## src/rtl/dir_pkg.sv

```systemverilog
package dir_pkg;

  typedef enum logic [1:0] {
    BLK_UNC = 2'd0,
    BLK_SHR = 2'd1,
    BLK_EXC = 2'd2
  } blk_state_e;

  typedef enum logic [1:0] {
    K_RD  = 2'd0,
    K_WR  = 2'd1,
    K_WB  = 2'd2,
    K_RSV = 2'd3
  } req_kind_e;

  typedef enum logic {
    M_IDLE = 1'b0,
    M_WAIT = 1'b1
  } ctl_mode_e;

endpackage

```

## src/rtl/dir_entry_table.sv

```systemverilog
module dir_entry_table
  import dir_pkg::*;
#(
  parameter int NUM_BLOCKS = 8,
  parameter int NUM_PROCS  = 4,
  localparam int ADDR_W    = $clog2(NUM_BLOCKS)
) (
  input  logic                 clk,
  input  logic                 rst_n,
  input  logic [ADDR_W-1:0]    rd_idx,
  output blk_state_e           rd_state,
  output logic [NUM_PROCS-1:0] rd_sharers,
  input  logic                 wr_en,
  input  logic [ADDR_W-1:0]    wr_idx,
  input  blk_state_e           wr_state,
  input  logic [NUM_PROCS-1:0] wr_sharers
);

  blk_state_e           st_q [NUM_BLOCKS];
  logic [NUM_PROCS-1:0] sh_q [NUM_BLOCKS];

  for (genvar b = 0; b < NUM_BLOCKS; b++) begin : g_entry
    logic hit;
    assign hit = wr_en && (wr_idx == ADDR_W'(b));

    always_ff @(posedge clk or negedge rst_n) begin
      if (!rst_n) begin
        st_q[b] <= BLK_UNC;
        sh_q[b] <= '0;
      end else if (hit) begin
        st_q[b] <= wr_state;
        sh_q[b] <= wr_sharers;
      end
    end
  end

  assign rd_state   = st_q[rd_idx];
  assign rd_sharers = sh_q[rd_idx];

endmodule

```

## src/rtl/dir_data_store.sv

```systemverilog
module dir_data_store #(
  parameter int NUM_BLOCKS = 8,
  parameter int DATA_W     = 16,
  localparam int ADDR_W    = $clog2(NUM_BLOCKS)
) (
  input  logic              clk,
  input  logic              rst_n,
  input  logic [ADDR_W-1:0] rd_idx,
  output logic [DATA_W-1:0] rd_data,
  input  logic              wr_en,
  input  logic [ADDR_W-1:0] wr_idx,
  input  logic [DATA_W-1:0] wr_data
);

  logic [DATA_W-1:0] mem_q [NUM_BLOCKS];

  for (genvar b = 0; b < NUM_BLOCKS; b++) begin : g_word
    logic hit;
    assign hit = wr_en && (wr_idx == ADDR_W'(b));

    always_ff @(posedge clk or negedge rst_n) begin
      if (!rst_n) begin
        mem_q[b] <= '0;
      end else if (hit) begin
        mem_q[b] <= wr_data;
      end
    end
  end

  assign rd_data = mem_q[rd_idx];

endmodule

```

## src/rtl/dir_decide.sv

```systemverilog
module dir_decide
  import dir_pkg::*;
#(
  parameter int NUM_PROCS = 4,
  parameter int DATA_W    = 16,
  localparam int PROC_W   = $clog2(NUM_PROCS)
) (
  input  ctl_mode_e            mode,
  input  logic                 req_valid,
  input  logic [1:0]           req_kind,
  input  logic [PROC_W-1:0]    req_src,
  input  logic [DATA_W-1:0]    req_data,
  input  logic                 own_valid,
  input  logic [DATA_W-1:0]    own_data,
  input  logic [1:0]           pend_kind,
  input  logic [PROC_W-1:0]    pend_src,
  input  blk_state_e           ent_state,
  input  logic [NUM_PROCS-1:0] ent_sharers,
  input  logic [DATA_W-1:0]    mem_rdata,
  output logic                 ent_we,
  output blk_state_e           ent_state_n,
  output logic [NUM_PROCS-1:0] ent_sharers_n,
  output logic                 mem_we,
  output logic [DATA_W-1:0]    mem_wdata,
  output logic                 rsp_fire,
  output logic [PROC_W-1:0]    rsp_dest_n,
  output logic [DATA_W-1:0]    rsp_data_n,
  output logic                 inv_fire,
  output logic [NUM_PROCS-1:0] inv_mask_n,
  output logic                 fch_fire,
  output logic                 fch_kill_n,
  output logic [PROC_W-1:0]    fch_dest_n,
  output logic                 pend_load,
  output ctl_mode_e            mode_n
);

  logic [NUM_PROCS-1:0] src_bit;
  logic [NUM_PROCS-1:0] pend_bit;
  logic [NUM_PROCS-1:0] others;
  logic [PROC_W-1:0]    owner_idx;

  assign src_bit  = NUM_PROCS'(1) << req_src;
  assign pend_bit = NUM_PROCS'(1) << pend_src;
  assign others   = ent_sharers & ~src_bit;

  always_comb begin
    owner_idx = '0;
    for (int p = 0; p < NUM_PROCS; p++) begin
      if (ent_sharers[p]) owner_idx = PROC_W'(p);
    end
  end

  always_comb begin
    ent_we        = 1'b0;
    ent_state_n   = ent_state;
    ent_sharers_n = ent_sharers;
    mem_we        = 1'b0;
    mem_wdata     = req_data;
    rsp_fire      = 1'b0;
    rsp_dest_n    = req_src;
    rsp_data_n    = mem_rdata;
    inv_fire      = 1'b0;
    inv_mask_n    = '0;
    fch_fire      = 1'b0;
    fch_kill_n    = 1'b0;
    fch_dest_n    = owner_idx;
    pend_load     = 1'b0;
    mode_n        = mode;

    if (mode == M_IDLE && req_valid) begin
      unique case (req_kind)
        K_RD: begin
          unique case (ent_state)
            BLK_UNC: begin
              rsp_fire      = 1'b1;
              ent_we        = 1'b1;
              ent_state_n   = BLK_SHR;
              ent_sharers_n = src_bit;
            end
            BLK_SHR: begin
              rsp_fire      = 1'b1;
              ent_we        = 1'b1;
              ent_sharers_n = ent_sharers | src_bit;
            end
            BLK_EXC: begin
              fch_fire  = 1'b1;
              pend_load = 1'b1;
              mode_n    = M_WAIT;
            end
            default: ;
          endcase
        end
        K_WR: begin
          unique case (ent_state)
            BLK_UNC, BLK_SHR: begin
              rsp_fire      = 1'b1;
              inv_fire      = (ent_state == BLK_SHR) && (|others);
              inv_mask_n    = others;
              ent_we        = 1'b1;
              ent_state_n   = BLK_EXC;
              ent_sharers_n = src_bit;
            end
            BLK_EXC: begin
              fch_fire   = 1'b1;
              fch_kill_n = 1'b1;
              pend_load  = 1'b1;
              mode_n     = M_WAIT;
            end
            default: ;
          endcase
        end
        K_WB: begin
          if (ent_state == BLK_EXC && ent_sharers == src_bit) begin
            mem_we        = 1'b1;
            ent_we        = 1'b1;
            ent_state_n   = BLK_UNC;
            ent_sharers_n = '0;
          end
        end
        default: ;
      endcase
    end else if (mode == M_WAIT && own_valid) begin
      rsp_fire   = 1'b1;
      rsp_dest_n = pend_src;
      rsp_data_n = own_data;
      mem_we     = 1'b1;
      mem_wdata  = own_data;
      ent_we     = 1'b1;
      if (pend_kind == K_RD) begin
        ent_state_n   = BLK_SHR;
        ent_sharers_n = ent_sharers | pend_bit;
      end else begin
        ent_state_n   = BLK_EXC;
        ent_sharers_n = pend_bit;
      end
      mode_n = M_IDLE;
    end
  end

endmodule

```

## src/rtl/home_dir_ctrl.sv

```systemverilog
module home_dir_ctrl
  import dir_pkg::*;
#(
  parameter int NUM_PROCS  = 4,
  parameter int NUM_BLOCKS = 8,
  parameter int DATA_W     = 16,
  localparam int PROC_W    = $clog2(NUM_PROCS),
  localparam int ADDR_W    = $clog2(NUM_BLOCKS)
) (
  input  logic                 clk,
  input  logic                 rst_n,
  input  logic                 req_valid,
  output logic                 req_ready,
  input  logic [1:0]           req_kind,
  input  logic [PROC_W-1:0]    req_src,
  input  logic [ADDR_W-1:0]    req_addr,
  input  logic [DATA_W-1:0]    req_data,
  input  logic                 own_valid,
  input  logic [DATA_W-1:0]    own_data,
  output logic                 rsp_valid,
  output logic [PROC_W-1:0]    rsp_dest,
  output logic [DATA_W-1:0]    rsp_data,
  output logic                 inv_valid,
  output logic [NUM_PROCS-1:0] inv_targets,
  output logic [ADDR_W-1:0]    inv_addr,
  output logic                 fch_valid,
  output logic                 fch_kill,
  output logic [PROC_W-1:0]    fch_dest,
  output logic [ADDR_W-1:0]    fch_addr
);

  ctl_mode_e          mode_q, mode_n;
  logic [1:0]         pend_kind_q;
  logic [PROC_W-1:0]  pend_src_q;
  logic [ADDR_W-1:0]  pend_addr_q;

  logic [ADDR_W-1:0]    idx;
  blk_state_e           ent_state, ent_state_n;
  logic [NUM_PROCS-1:0] ent_sharers, ent_sharers_n;
  logic                 ent_we, mem_we, pend_load;
  logic [DATA_W-1:0]    mem_rdata, mem_wdata;
  logic                 rsp_fire, inv_fire, fch_fire, fch_kill_n;
  logic [PROC_W-1:0]    rsp_dest_n, fch_dest_n;
  logic [DATA_W-1:0]    rsp_data_n;
  logic [NUM_PROCS-1:0] inv_mask_n;

  assign idx       = (mode_q == M_WAIT) ? pend_addr_q : req_addr;
  assign req_ready = (mode_q == M_IDLE);

  dir_entry_table #(
    .NUM_BLOCKS(NUM_BLOCKS),
    .NUM_PROCS (NUM_PROCS)
  ) u_table (
    .clk       (clk),
    .rst_n     (rst_n),
    .rd_idx    (idx),
    .rd_state  (ent_state),
    .rd_sharers(ent_sharers),
    .wr_en     (ent_we),
    .wr_idx    (idx),
    .wr_state  (ent_state_n),
    .wr_sharers(ent_sharers_n)
  );

  dir_data_store #(
    .NUM_BLOCKS(NUM_BLOCKS),
    .DATA_W    (DATA_W)
  ) u_store (
    .clk    (clk),
    .rst_n  (rst_n),
    .rd_idx (idx),
    .rd_data(mem_rdata),
    .wr_en  (mem_we),
    .wr_idx (idx),
    .wr_data(mem_wdata)
  );

  dir_decide #(
    .NUM_PROCS(NUM_PROCS),
    .DATA_W   (DATA_W)
  ) u_decide (
    .mode         (mode_q),
    .req_valid    (req_valid),
    .req_kind     (req_kind),
    .req_src      (req_src),
    .req_data     (req_data),
    .own_valid    (own_valid),
    .own_data     (own_data),
    .pend_kind    (pend_kind_q),
    .pend_src     (pend_src_q),
    .ent_state    (ent_state),
    .ent_sharers  (ent_sharers),
    .mem_rdata    (mem_rdata),
    .ent_we       (ent_we),
    .ent_state_n  (ent_state_n),
    .ent_sharers_n(ent_sharers_n),
    .mem_we       (mem_we),
    .mem_wdata    (mem_wdata),
    .rsp_fire     (rsp_fire),
    .rsp_dest_n   (rsp_dest_n),
    .rsp_data_n   (rsp_data_n),
    .inv_fire     (inv_fire),
    .inv_mask_n   (inv_mask_n),
    .fch_fire     (fch_fire),
    .fch_kill_n   (fch_kill_n),
    .fch_dest_n   (fch_dest_n),
    .pend_load    (pend_load),
    .mode_n       (mode_n)
  );

  // Mode and pending request
  always_ff @(posedge clk or negedge rst_n) begin
    if (!rst_n) begin
      mode_q      <= M_IDLE;
      pend_kind_q <= '0;
      pend_src_q  <= '0;
      pend_addr_q <= '0;
    end else begin
      mode_q <= mode_n;
      if (pend_load) begin
        pend_kind_q <= req_kind;
        pend_src_q  <= req_src;
        pend_addr_q <= req_addr;
      end
    end
  end

  // Registered message outputs
  always_ff @(posedge clk or negedge rst_n) begin
    if (!rst_n) begin
      rsp_valid   <= 1'b0;
      rsp_dest    <= '0;
      rsp_data    <= '0;
      inv_valid   <= 1'b0;
      inv_targets <= '0;
      inv_addr    <= '0;
      fch_valid   <= 1'b0;
      fch_kill    <= 1'b0;
      fch_dest    <= '0;
      fch_addr    <= '0;
    end else begin
      rsp_valid <= rsp_fire;
      inv_valid <= inv_fire;
      fch_valid <= fch_fire;
      if (rsp_fire) begin
        rsp_dest <= rsp_dest_n;
        rsp_data <= rsp_data_n;
      end
      if (inv_fire) begin
        inv_targets <= inv_mask_n;
        inv_addr    <= idx;
      end
      if (fch_fire) begin
        fch_kill <= fch_kill_n;
        fch_dest <= fch_dest_n;
        fch_addr <= idx;
      end
    end
  end

endmodule

```

## config.mk

```make
export PLATFORM = sky130hd
export DESIGN_NAME = home_dir_ctrl
export DESIGN_NICKNAME = d
export VERILOG_FILES = /design/src/rtl/dir_pkg.sv /design/src/rtl/dir_entry_table.sv /design/src/rtl/dir_data_store.sv /design/src/rtl/dir_decide.sv /design/src/rtl/home_dir_ctrl.sv
export SDC_FILE = /design/constraint.sdc
export NUM_CORES = 1
export LEC_CHECK = 0
export ABC_AREA = 1
export BUFFER_PORTS_ARGS = -buffer_cell sky130_fd_sc_hd__buf_2
export CELL_PAD_IN_SITES_DETAIL_PLACEMENT = 2
export CELL_PAD_IN_SITES_GLOBAL_PLACEMENT = 2
export CORE_MARGIN = 2
export CORE_UTILIZATION = 40
export DETAILED_ROUTE_END_ITERATION = 8
export GPL_TIMING_DRIVEN = 0
export PLACE_DENSITY = 0.93
export SLEW_MARGIN = 20
export SYNTH_ARGS = -nofsm -noshare
export SYNTH_HDL_FRONTEND = slang
export SYNTH_SLANG_ARGS = --single-unit
```

## constraint.sdc

```tcl
create_clock -name clk -period 5.64 [get_ports clk]
set_input_delay 0.564 -clock clk [delete_from_list [all_inputs] [get_ports clk]]
set_output_delay 0.564 -clock clk [all_outputs]
set_load 0.005 [all_outputs]
```

==> results of run 1 <==
flip-flops by register name, indices dropped and copies added, names as in the netlist, 3 cells and up:
signal / cells
inv_addr: 3
u_table.sh_q: 32
inv_targets: 4
rsp_data: 16
fch_addr: 3
u_store.mem_q: 128
pend_addr_q: 3
u_table.st_q: 16
cells in the mapped netlist (14+ instances only):
| cell | count |
|---|---|
| nand2_1 | 516 |
| dfrtp_1 | 218 |
| o21ai_2 | 14 |
| buf_6 | 21 |
| o21ai_1 | 122 |
| a22oi_1 | 31 |
| o21ai_0 | 15 |
| nand4_1 | 30 |
| nand3_1 | 75 |
| inv_1 | 51 |
| clkbuf_1 | 20 |
| nor2_1 | 39 |
| a31oi_1 | 18 |
metal layers:
| layer | share of wire | vias to the layer above |
|---|---|---|
| met5 | 0 | - |
| met4 | 0.062 | 0 |
| met3 | 0.048 | 171 |
| met2 | 0.51 | 410 |
| met1 | 0.38 | 5388 |
| li1 | - | 4351 |
layout by cell type, fill, tap and decap left out, types with 2 or more instances in the layout:
cell       instances
nand2_1          516
dfrtp_1          218
o21ai_1          122
buf_2             87
nand3_1           75
inv_1             51
nor2_1            39
a22oi_1           31
nand4_1           30
clkbuf_16         25
clkbuf_1          24
buf_6             21
a31oi_1           18
o21ai_0           15
o21ai_2           14
nand2_4           13
inv_2             12
nor2_4             9
clkbuf_8           9
ha_1               8
nand2_2            7
a21oi_1            5
clkinv_2           5
a41oi_1            4
buf_1              3
o211ai_1           3
nand3_2            2
nor4_1             2
buf_16             2
worst min-delay path, delay by kind of cell:
| kind | cells | cell delay (ps) |
|---|---|---|
| buffers and inverters | 1 | 90 |
| and+or+nand+nor | 2 | 130 |
worst min path at each step:
stage,start,endpoint,slack (ps),depth (start not counted)
after CTS,own_valid,mode_q,260,2
after global placement,pend_kind_q[1],pend_kind_q[1],440,2
final,req_addr[2],fch_addr[2],260,3
after detailed placement,rst_n,u_table.st_q[12],470,1
after floorplan,rst_n,fch_addr[0],270,0
after global routing,own_valid,mode_q,270,2
where the power goes:
group | total [mW] | internal, mW | switching [mW] | leakage (nW)
logic | 2.79 | 0.834 | 1.96 | 2.93
clock network | 1.67 | 0.935 | 0.737 | 0.407
registers | 2.79 | 2.28 | 0.512 | 2.75
total | 7.25 | 4.05 | 3.21 | 6.09
cell families after synthesis:
kind of cell	after synthesis
AOI/OAI and AO/OA	214
adders and majority gates	8
buffers and inverters	122
DFF	218
and+or+nand+nor	697
what timing repair did:
item / in CTS / in global routing
hold buffers: 1 / 0
endpoints found under the hold margin: 39 / 0
setup endpoints to repair: 0 / 0
layout make-up:
type                            count  area share
Clock inverter                      6     0.00370
Multi-Input combinational cell    919       0.360
Buffer                             56      0.0317
Timing Repair Buffer               80      0.0378
Sequential cell                   218       0.448
Inverter                           66      0.0214
Tap cell                          335      0.0344
Clock buffer                       38      0.0628
==> flow_results.xml, run 1 <==
<?xml version="1.0" encoding="UTF-8"?>
<metrics>
  <group name="run_status">
    <metric name="status" unit="">finished, final reports clean</metric>
  </group>
  <group name="critical_path">
    <metric name="setup.worst_path.end" unit="">u_store.mem_q[51]</metric>
    <metric name="critical_path.reg2reg.startpoint" unit="">mode_q</metric>
    <metric name="crit_path_start_kind" unit="">flop</metric>
    <metric name="worstSetupEndpointType" unit="">flop</metric>
    <metric name="critical_path.n_buffers_inverters" unit="">7</metric>
    <metric name="rr_worst_depth" unit="">22</metric>
    <metric name="arrival" unit="ps">4840</metric>
    <metric name="path_cells" unit="">buf_6, inv_6, nand2_2, nand2_1, buf_4, nand2_1, inv_2, a22oi_1, nand2_1, nand2_1, nand2_1, inv_1, ha_1, nor4_1, nand4_4, nand2_2, nand2_4, inv_8, nand2_4, buf_2, nand2_1, o21ai_1</metric>
    <metric name="crit_slowest_cell" unit="">nor4_1</metric>
    <metric name="critical_path_fanout_max" unit="">10</metric>
    <metric name="crit_path_start" unit="">mode_q</metric>
    <metric name="timing.reg2reg.setup_slack" unit="ps">1220</metric>
    <metric name="cp_slowest_stage_delay" unit="ps">640</metric>
    <metric name="path_common_cell" unit="">nand2_1</metric>
    <metric name="crit-reg2reg-capture" unit="">u_store.mem_q[51]</metric>
    <metric name="worst-path-stages" unit="">22</metric>
    <metric name="path_delay_family" unit="">simple AND/OR/NAND/NOR gates</metric>
    <metric name="critical_path_class" unit="">reg2reg</metric>
    <metric name="cp.required" unit="ps">6070</metric>
  </group>
  <group name="synthesis">
    <metric name="synth.top_cells.by_area" unit="">dfrtp_1 (52%), nand2_1 (18%), o21ai_1 (5.8%)</metric>
    <metric name="largest_family_of_logic_cells_by_synthesized_area" unit="">simple AND/OR/NAND/NOR gates</metric>
    <metric name="ys_async_rst_share" unit="">1.00</metric>
    <metric name="synth.net_count" unit="">1310</metric>
    <metric name="synth.yosys.seq_area_share" unit="">0.520</metric>
    <metric name="muxShareOfSynthArea" unit="">0</metric>
    <metric name="syn_inst" unit="">1259</metric>
    <metric name="synth_fa_ha_area_frac" unit="">0.00955</metric>
    <metric name="synth_cell_type_count" unit="">35</metric>
    <metric name="synthXorXnorAreaFrac" unit="">0</metric>
    <metric name="netlist.area_leader.share" unit="">0.520</metric>
    <metric name="synth_simple_gate_area_share" unit="">0.288</metric>
    <metric name="synthesis.area_per_instance" unit="sq um">8.33</metric>
    <metric name="synth_largest_area_cell" unit="">dfrtp_1</metric>
    <metric name="yosys_most_used_dff" unit="">dfrtp_1</metric>
    <metric name="synth_seq_cells" unit="">218</metric>
    <metric name="synth_area" unit="sq um">10500</metric>
    <metric name="synth_enable_flop_cells" unit="">0</metric>
    <metric name="synth-warning-count" unit="">0</metric>
    <metric name="synth-compound-area-share" unit="">0.121</metric>
  </group>
  <group name="timing">
    <metric name="tightestPinTransition" unit="ps">943</metric>
    <metric name="setup_total_negative_slack" unit="ps">0</metric>
    <metric name="finalCriticalPeriod" unit="ps">4420</metric>
    <metric name="setup_ws" unit="ps">1220</metric>
    <metric name="fin_clk_skew" unit="ps">32.9</metric>
    <metric name="worst_hold_slack" unit="ps">264</metric>
    <metric name="period_utilization" unit="">0.783</metric>
    <metric name="slew-limit-headroom" unit="">0.371</metric>
    <metric name="timing_max_transition_violations_final" unit="">0</metric>
    <metric name="report.final.hold_viol_count" unit="">0</metric>
    <metric name="rsz0062_at_grt" unit="">no</metric>
    <metric name="finalSetupViolations" unit="">0</metric>
    <metric name="max_freq" unit="MHz">226</metric>
  </group>
  <group name="finish">
    <metric name="layout-drive-gt1-share" unit="">0.156</metric>
    <metric name="antenna_cells_inserted" unit="">0</metric>
    <metric name="flow.area_growth_from_synthesis" unit="%">16.1</metric>
    <metric name="fin_util" unit="">0.470</metric>
    <metric name="finish.net_count" unit="">1417</metric>
    <metric name="layout.filler_cells" unit="">2884</metric>
    <metric name="post_layout_nonfiller_instances" unit="">1718</metric>
    <metric name="final-seq-area" unit="sq um">5460</metric>
    <metric name="final_design_instance_area_without_fill" unit="sq um">12200</metric>
    <metric name="multiInputGateArea" unit="sq um">4380</metric>
  </group>
  <group name="placement">
    <metric name="placement.io_buffers" unit="">77</metric>
    <metric name="detailed_place_hpwl" unit="um">29900</metric>
    <metric name="placement.cell_area" unit="sq um">11400</metric>
    <metric name="place_inst" unit="">1673</metric>
    <metric name="post-place-ws" unit="ps">1300</metric>
    <metric name="finalWeightedCongestion" unit="">0.835</metric>
  </group>
  <group name="power">
    <metric name="vdd.ir_drop.worst" unit="V">0.000254</metric>
    <metric name="power" unit="mW">7.25</metric>
    <metric name="total_leakage_power" unit="nW">6.09</metric>
    <metric name="power-per-cell-area" unit="nW/um^2">596</metric>
  </group>
  <group name="grt">
    <metric name="grt_pass1_wl" unit="um">73900</metric>
    <metric name="grt_start_max_net_pins" unit="">93</metric>
    <metric name="groute.layer.met1.usage" unit="">0.396</metric>
    <metric name="grt_use_met2" unit="">0.619</metric>
    <metric name="grt-busiest-layer" unit="">met2</metric>
    <metric name="globalRouteTotalUtil" unit="">0.347</metric>
    <metric name="grt_overflow_total" unit="">0</metric>
    <metric name="grt_antenna_before_repair" unit="">1</metric>
    <metric name="met3_routing_resource_usage_after_global_routing" unit="">0.0524</metric>
    <metric name="grt_pass1_vias" unit="">12000</metric>
  </group>
  <group name="routing">
    <metric name="postRouteAntennaNets" unit="">0</metric>
    <metric name="drt_iter0_markers" unit="">819</metric>
    <metric name="postRouteWirelength" unit="um">47400</metric>
    <metric name="routed_via_count" unit="">10300</metric>
    <metric name="route.detailed.drc" unit="">0</metric>
    <metric name="via_per_inst" unit="">6.01</metric>
    <metric name="drt_pre_antenna_iters" unit="">5</metric>
    <metric name="drt-wirelength-per-cell" unit="um">27.6</metric>
  </group>
  <group name="cts">
    <metric name="worst_setup_hold_path_clk_slew" unit="ps">60</metric>
    <metric name="cts_max_level" unit="">1</metric>
    <metric name="total_clock_buffers_created_by_cts" unit="">25</metric>
    <metric name="clk_sinks" unit="">218</metric>
    <metric name="post-cts-setup-buffers" unit="">0</metric>
    <metric name="cts.path.max_buffers" unit="">3</metric>
    <metric name="clock_tree_from_tritoncts" unit="">built</metric>
    <metric name="clock-root-buffer" unit="">clkbuf_16</metric>
    <metric name="ctsResizeCount" unit="">0</metric>
    <metric name="clock_latency" unit="ps">570</metric>
  </group>
  <group name="floorplan">
    <metric name="fp.dieH" unit="um">166</metric>
    <metric name="floorplan.rows" unit="">59</metric>
    <metric name="die_w" unit="um">166</metric>
    <metric name="core_area" unit="sq um">25900</metric>
    <metric name="die_area" unit="sq um">27500</metric>
    <metric name="initial_utilization" unit="">0.405</metric>
    <metric name="top_level_ports" unit="">78</metric>
  </group>
  <group name="run">
    <metric name="max-cap-violations" unit="">0</metric>
  </group>
  <group name="hold_path">
    <metric name="holdCritPathClass" unit="">in2reg</metric>
  </group>
</metrics>
Power figures use the tool's default switching activity.
==> run 2: changes to the inputs <==
--- a/config.mk
+++ b/config.mk
@@ -10,10 +10,10 @@
 export CELL_PAD_IN_SITES_DETAIL_PLACEMENT = 2
 export CELL_PAD_IN_SITES_GLOBAL_PLACEMENT = 2
 export CORE_MARGIN = 2
-export CORE_UTILIZATION = 40
+export CORE_UTILIZATION = 37
 export DETAILED_ROUTE_END_ITERATION = 8
 export GPL_TIMING_DRIVEN = 0
-export PLACE_DENSITY = 0.93
+export PLACE_DENSITY = 0.87
 export SLEW_MARGIN = 20
 export SYNTH_ARGS = -nofsm -noshare
 export SYNTH_HDL_FRONTEND = slang
==> constraint.sdc (replaced) <==
create_clock -name clk -period 4.17 [get_ports clk]
set_input_delay 0.417 -clock clk [delete_from_list [all_inputs] [get_ports clk]]
set_output_delay 0.417 -clock clk [all_outputs]
set_load 0.005 [all_outputs]
==> flow_results.xml, run 2 (synthesized netlist as in run 1, its figures left out) <==
<?xml version="1.0" encoding="UTF-8"?>
<metrics>
  <group name="routing">
    <metric name="drt_iter0_markers" unit="">946</metric>
    <metric name="postRouteAntennaNets" unit="">0</metric>
    <metric name="drt-wirelength-per-cell" unit="um">28.1</metric>
    <metric name="postRouteWirelength" unit="um">49600</metric>
    <metric name="routed_via_count" unit="">10400</metric>
    <metric name="drt_pre_antenna_iters" unit="">5</metric>
    <metric name="route.detailed.drc" unit="">0</metric>
    <metric name="via_per_inst" unit="">5.91</metric>
  </group>
  <group name="grt">
    <metric name="grt_antenna_before_repair" unit="">0</metric>
    <metric name="grt_pass1_vias" unit="">11800</metric>
    <metric name="grt_pass1_wl" unit="um">75000</metric>
    <metric name="grt_start_max_net_pins" unit="">95</metric>
    <metric name="globalRouteTotalUtil" unit="">0.339</metric>
    <metric name="grt_overflow_total" unit="">0</metric>
  </group>
  <group name="finish">
    <metric name="commonest_non_fill_non_tap_cell_in_the_layout" unit="">nand2_1</metric>
    <metric name="largest_register_ffs" unit="">128</metric>
    <metric name="antenna_cells_inserted" unit="">0</metric>
    <metric name="reg.largest.list" unit="">u_store.mem_q: 128 flops, u_table.sh_q: 32 flops</metric>
    <metric name="final-seq-area" unit="sq um">5460</metric>
    <metric name="layout-drive-gt1-share" unit="">0.160</metric>
    <metric name="finish.net_count" unit="">1420</metric>
    <metric name="multiInputGateArea" unit="sq um">4410</metric>
    <metric name="regMostFlops" unit="">u_store.mem_q</metric>
    <metric name="flow.area_growth_from_synthesis" unit="%">18.1</metric>
    <metric name="fin_util" unit="">0.444</metric>
    <metric name="layout.filler_cells" unit="">3040</metric>
    <metric name="layout_common_cells" unit="">nand2_1 (513), dfrtp_1 (218), o21ai_1 (122), buf_2 (87), nand3_1 (74)</metric>
  </group>
  <group name="timing">
    <metric name="max_freq" unit="MHz">253</metric>
    <metric name="finalSetupViolations" unit="">0</metric>
    <metric name="report.final.hold_viol_count" unit="">0</metric>
    <metric name="fin_clk_skew" unit="ps">20.3</metric>
    <metric name="tightestPinTransition" unit="ps">969</metric>
    <metric name="finalCriticalPeriod" unit="ps">3950</metric>
    <metric name="rsz0062_at_grt" unit="">no</metric>
    <metric name="period_utilization" unit="">0.947</metric>
    <metric name="slew-limit-headroom" unit="">0.347</metric>
    <metric name="timing_max_transition_violations_final" unit="">0</metric>
  </group>
  <group name="power">
    <metric name="power-per-cell-area" unit="nW/um^2">830</metric>
    <metric name="total_leakage_power" unit="nW">6.15</metric>
    <metric name="vdd.ir_drop.worst" unit="V">0.000355</metric>
    <metric name="power" unit="mW">10.3</metric>
  </group>
  <group name="cts">
    <metric name="total_clock_buffers_created_by_cts" unit="">26</metric>
    <metric name="clk_sinks" unit="">218</metric>
    <metric name="worst_setup_hold_path_clk_slew" unit="ps">60</metric>
    <metric name="cts.path.max_buffers" unit="">3</metric>
    <metric name="clock_tree_from_tritoncts" unit="">built</metric>
    <metric name="cts_max_level" unit="">1</metric>
    <metric name="clock_latency" unit="ps">550</metric>
    <metric name="clock-root-buffer" unit="">clkbuf_16</metric>
  </group>
  <group name="floorplan">
    <metric name="top_level_ports" unit="">78</metric>
    <metric name="fp.dieH" unit="um">172</metric>
    <metric name="core_area" unit="sq um">27900</metric>
    <metric name="die_area" unit="sq um">29700</metric>
    <metric name="floorplan.rows" unit="">61</metric>
    <metric name="die_w" unit="um">172</metric>
    <metric name="initial_utilization" unit="">0.376</metric>
  </group>
  <group name="critical_path">
    <metric name="cp_slowest_stage_delay" unit="ps">370</metric>
    <metric name="critical_path_fanout_max" unit="">10</metric>
    <metric name="cp.required" unit="ps">4580</metric>
    <metric name="critical_path_class" unit="">reg2reg</metric>
    <metric name="arrival" unit="ps">4360</metric>
    <metric name="path_delay_family" unit="">simple AND/OR/NAND/NOR gates</metric>
    <metric name="timing.reg2reg.setup_slack" unit="ps">220</metric>
    <metric name="critical_path.n_buffers_inverters" unit="">5</metric>
    <metric name="path_cells" unit="">buf_6, nand2_2, nand2_4, buf_2, nor2_4, a22oi_1, nand2_1, nand2_1, nand2_2, inv_1, ha_1, nor4_4, nand4_4, nand2_2, nand2_4, inv_8, nand2_4, buf_2, nand2_1, o21ai_1</metric>
    <metric name="crit_slowest_cell" unit="">dfrtp_1</metric>
    <metric name="worstSetupEndpointType" unit="">flop</metric>
    <metric name="crit_path_start_kind" unit="">flop</metric>
  </group>
  <group name="run">
    <metric name="max-cap-violations" unit="">0</metric>
  </group>
  <group name="run_status">
    <metric name="status" unit="">finished, final reports clean</metric>
  </group>
  <group name="placement">
    <metric name="finalWeightedCongestion" unit="">0.822</metric>
    <metric name="detailed_place_hpwl" unit="um">29100</metric>
    <metric name="placement.io_buffers" unit="">77</metric>
  </group>
  <group name="hold_path">
    <metric name="holdCritPathClass" unit="">in2reg</metric>
  </group>
</metrics>
==> run 2: changes by cell type in the layout (fill, tap and decap cells not counted), sizes merged <==
cell    previous run  this run
bufinv             0         5
buf              115       117
clkinv             6         5
inv               66        65
==> run 2: layout make-up <==
class                      instances  area share
inverter                          66      0.0212
clock buffer                      38      0.0594
multi-input combinational        919       0.356
buffer                            56      0.0311
sequential                       218       0.441
timing repair buffer              82      0.0384
clock inverter                     9      0.0147
tap                              378      0.0382
==> run 2: power breakdown <==
group,leakage [nW],internal [mW],switching [mW]
combinational,2.95,1.15,2.78
sequential,2.75,3.08,0.711
clock,0.448,1.53,1.01
==> run 2: timing repair <==
item,4_1_cts,5_1_grt
gates cloned,0,0
hold endpoints to repair,55,0
setup buffers,0,2
setup endpoints to repair,173,172
resized for setup,3,4
hold buffers,1,0
pin swaps,0,1
==> run 2: worst paths after layout <==
check	from	endpoint	cells past startpoint
worst min register to register	u_table.st_q[7]	u_table.st_q[7]	2
min in group asynchronous	rst_n	u_table.st_q[3]	2
max in group asynchronous	rst_n	u_store.mem_q[64]	4
worst max register to register	mode_q	u_store.mem_q[36]	20
worst max-delay path	mode_q	u_store.mem_q[36]	20
worst min-delay path	own_valid	mode_q	2
==> run 2: layer usage <==
metal  track usage  part of all wire
met5             0                 0
met3        0.0666             0.066
met1         0.428              0.41
met2         0.574              0.49
met4         0.133             0.036
==> run 2: metrics by stage <==
| step | setup TNS [ps] | worst slack, ps | cell area (sq um) | cells | hold slack (ps) |
|---|---|---|---|---|---|
| floorplan | 0 | 1020 | 10500 | 1259 | 121 |
| global placement | -275690 | -1280 | 11300 | 1714 | 444 |
| detailed placement | -347 | -31.1 | 11400 | 1716 | 380 |
| CTS | 0 | 55.4 | 12400 | 1764 | 82.7 |
| global route | 0 | 47.5 | 12400 | 1766 | 148 |
| finish | 0 | 220 | 12400 | 1766 | 124 |
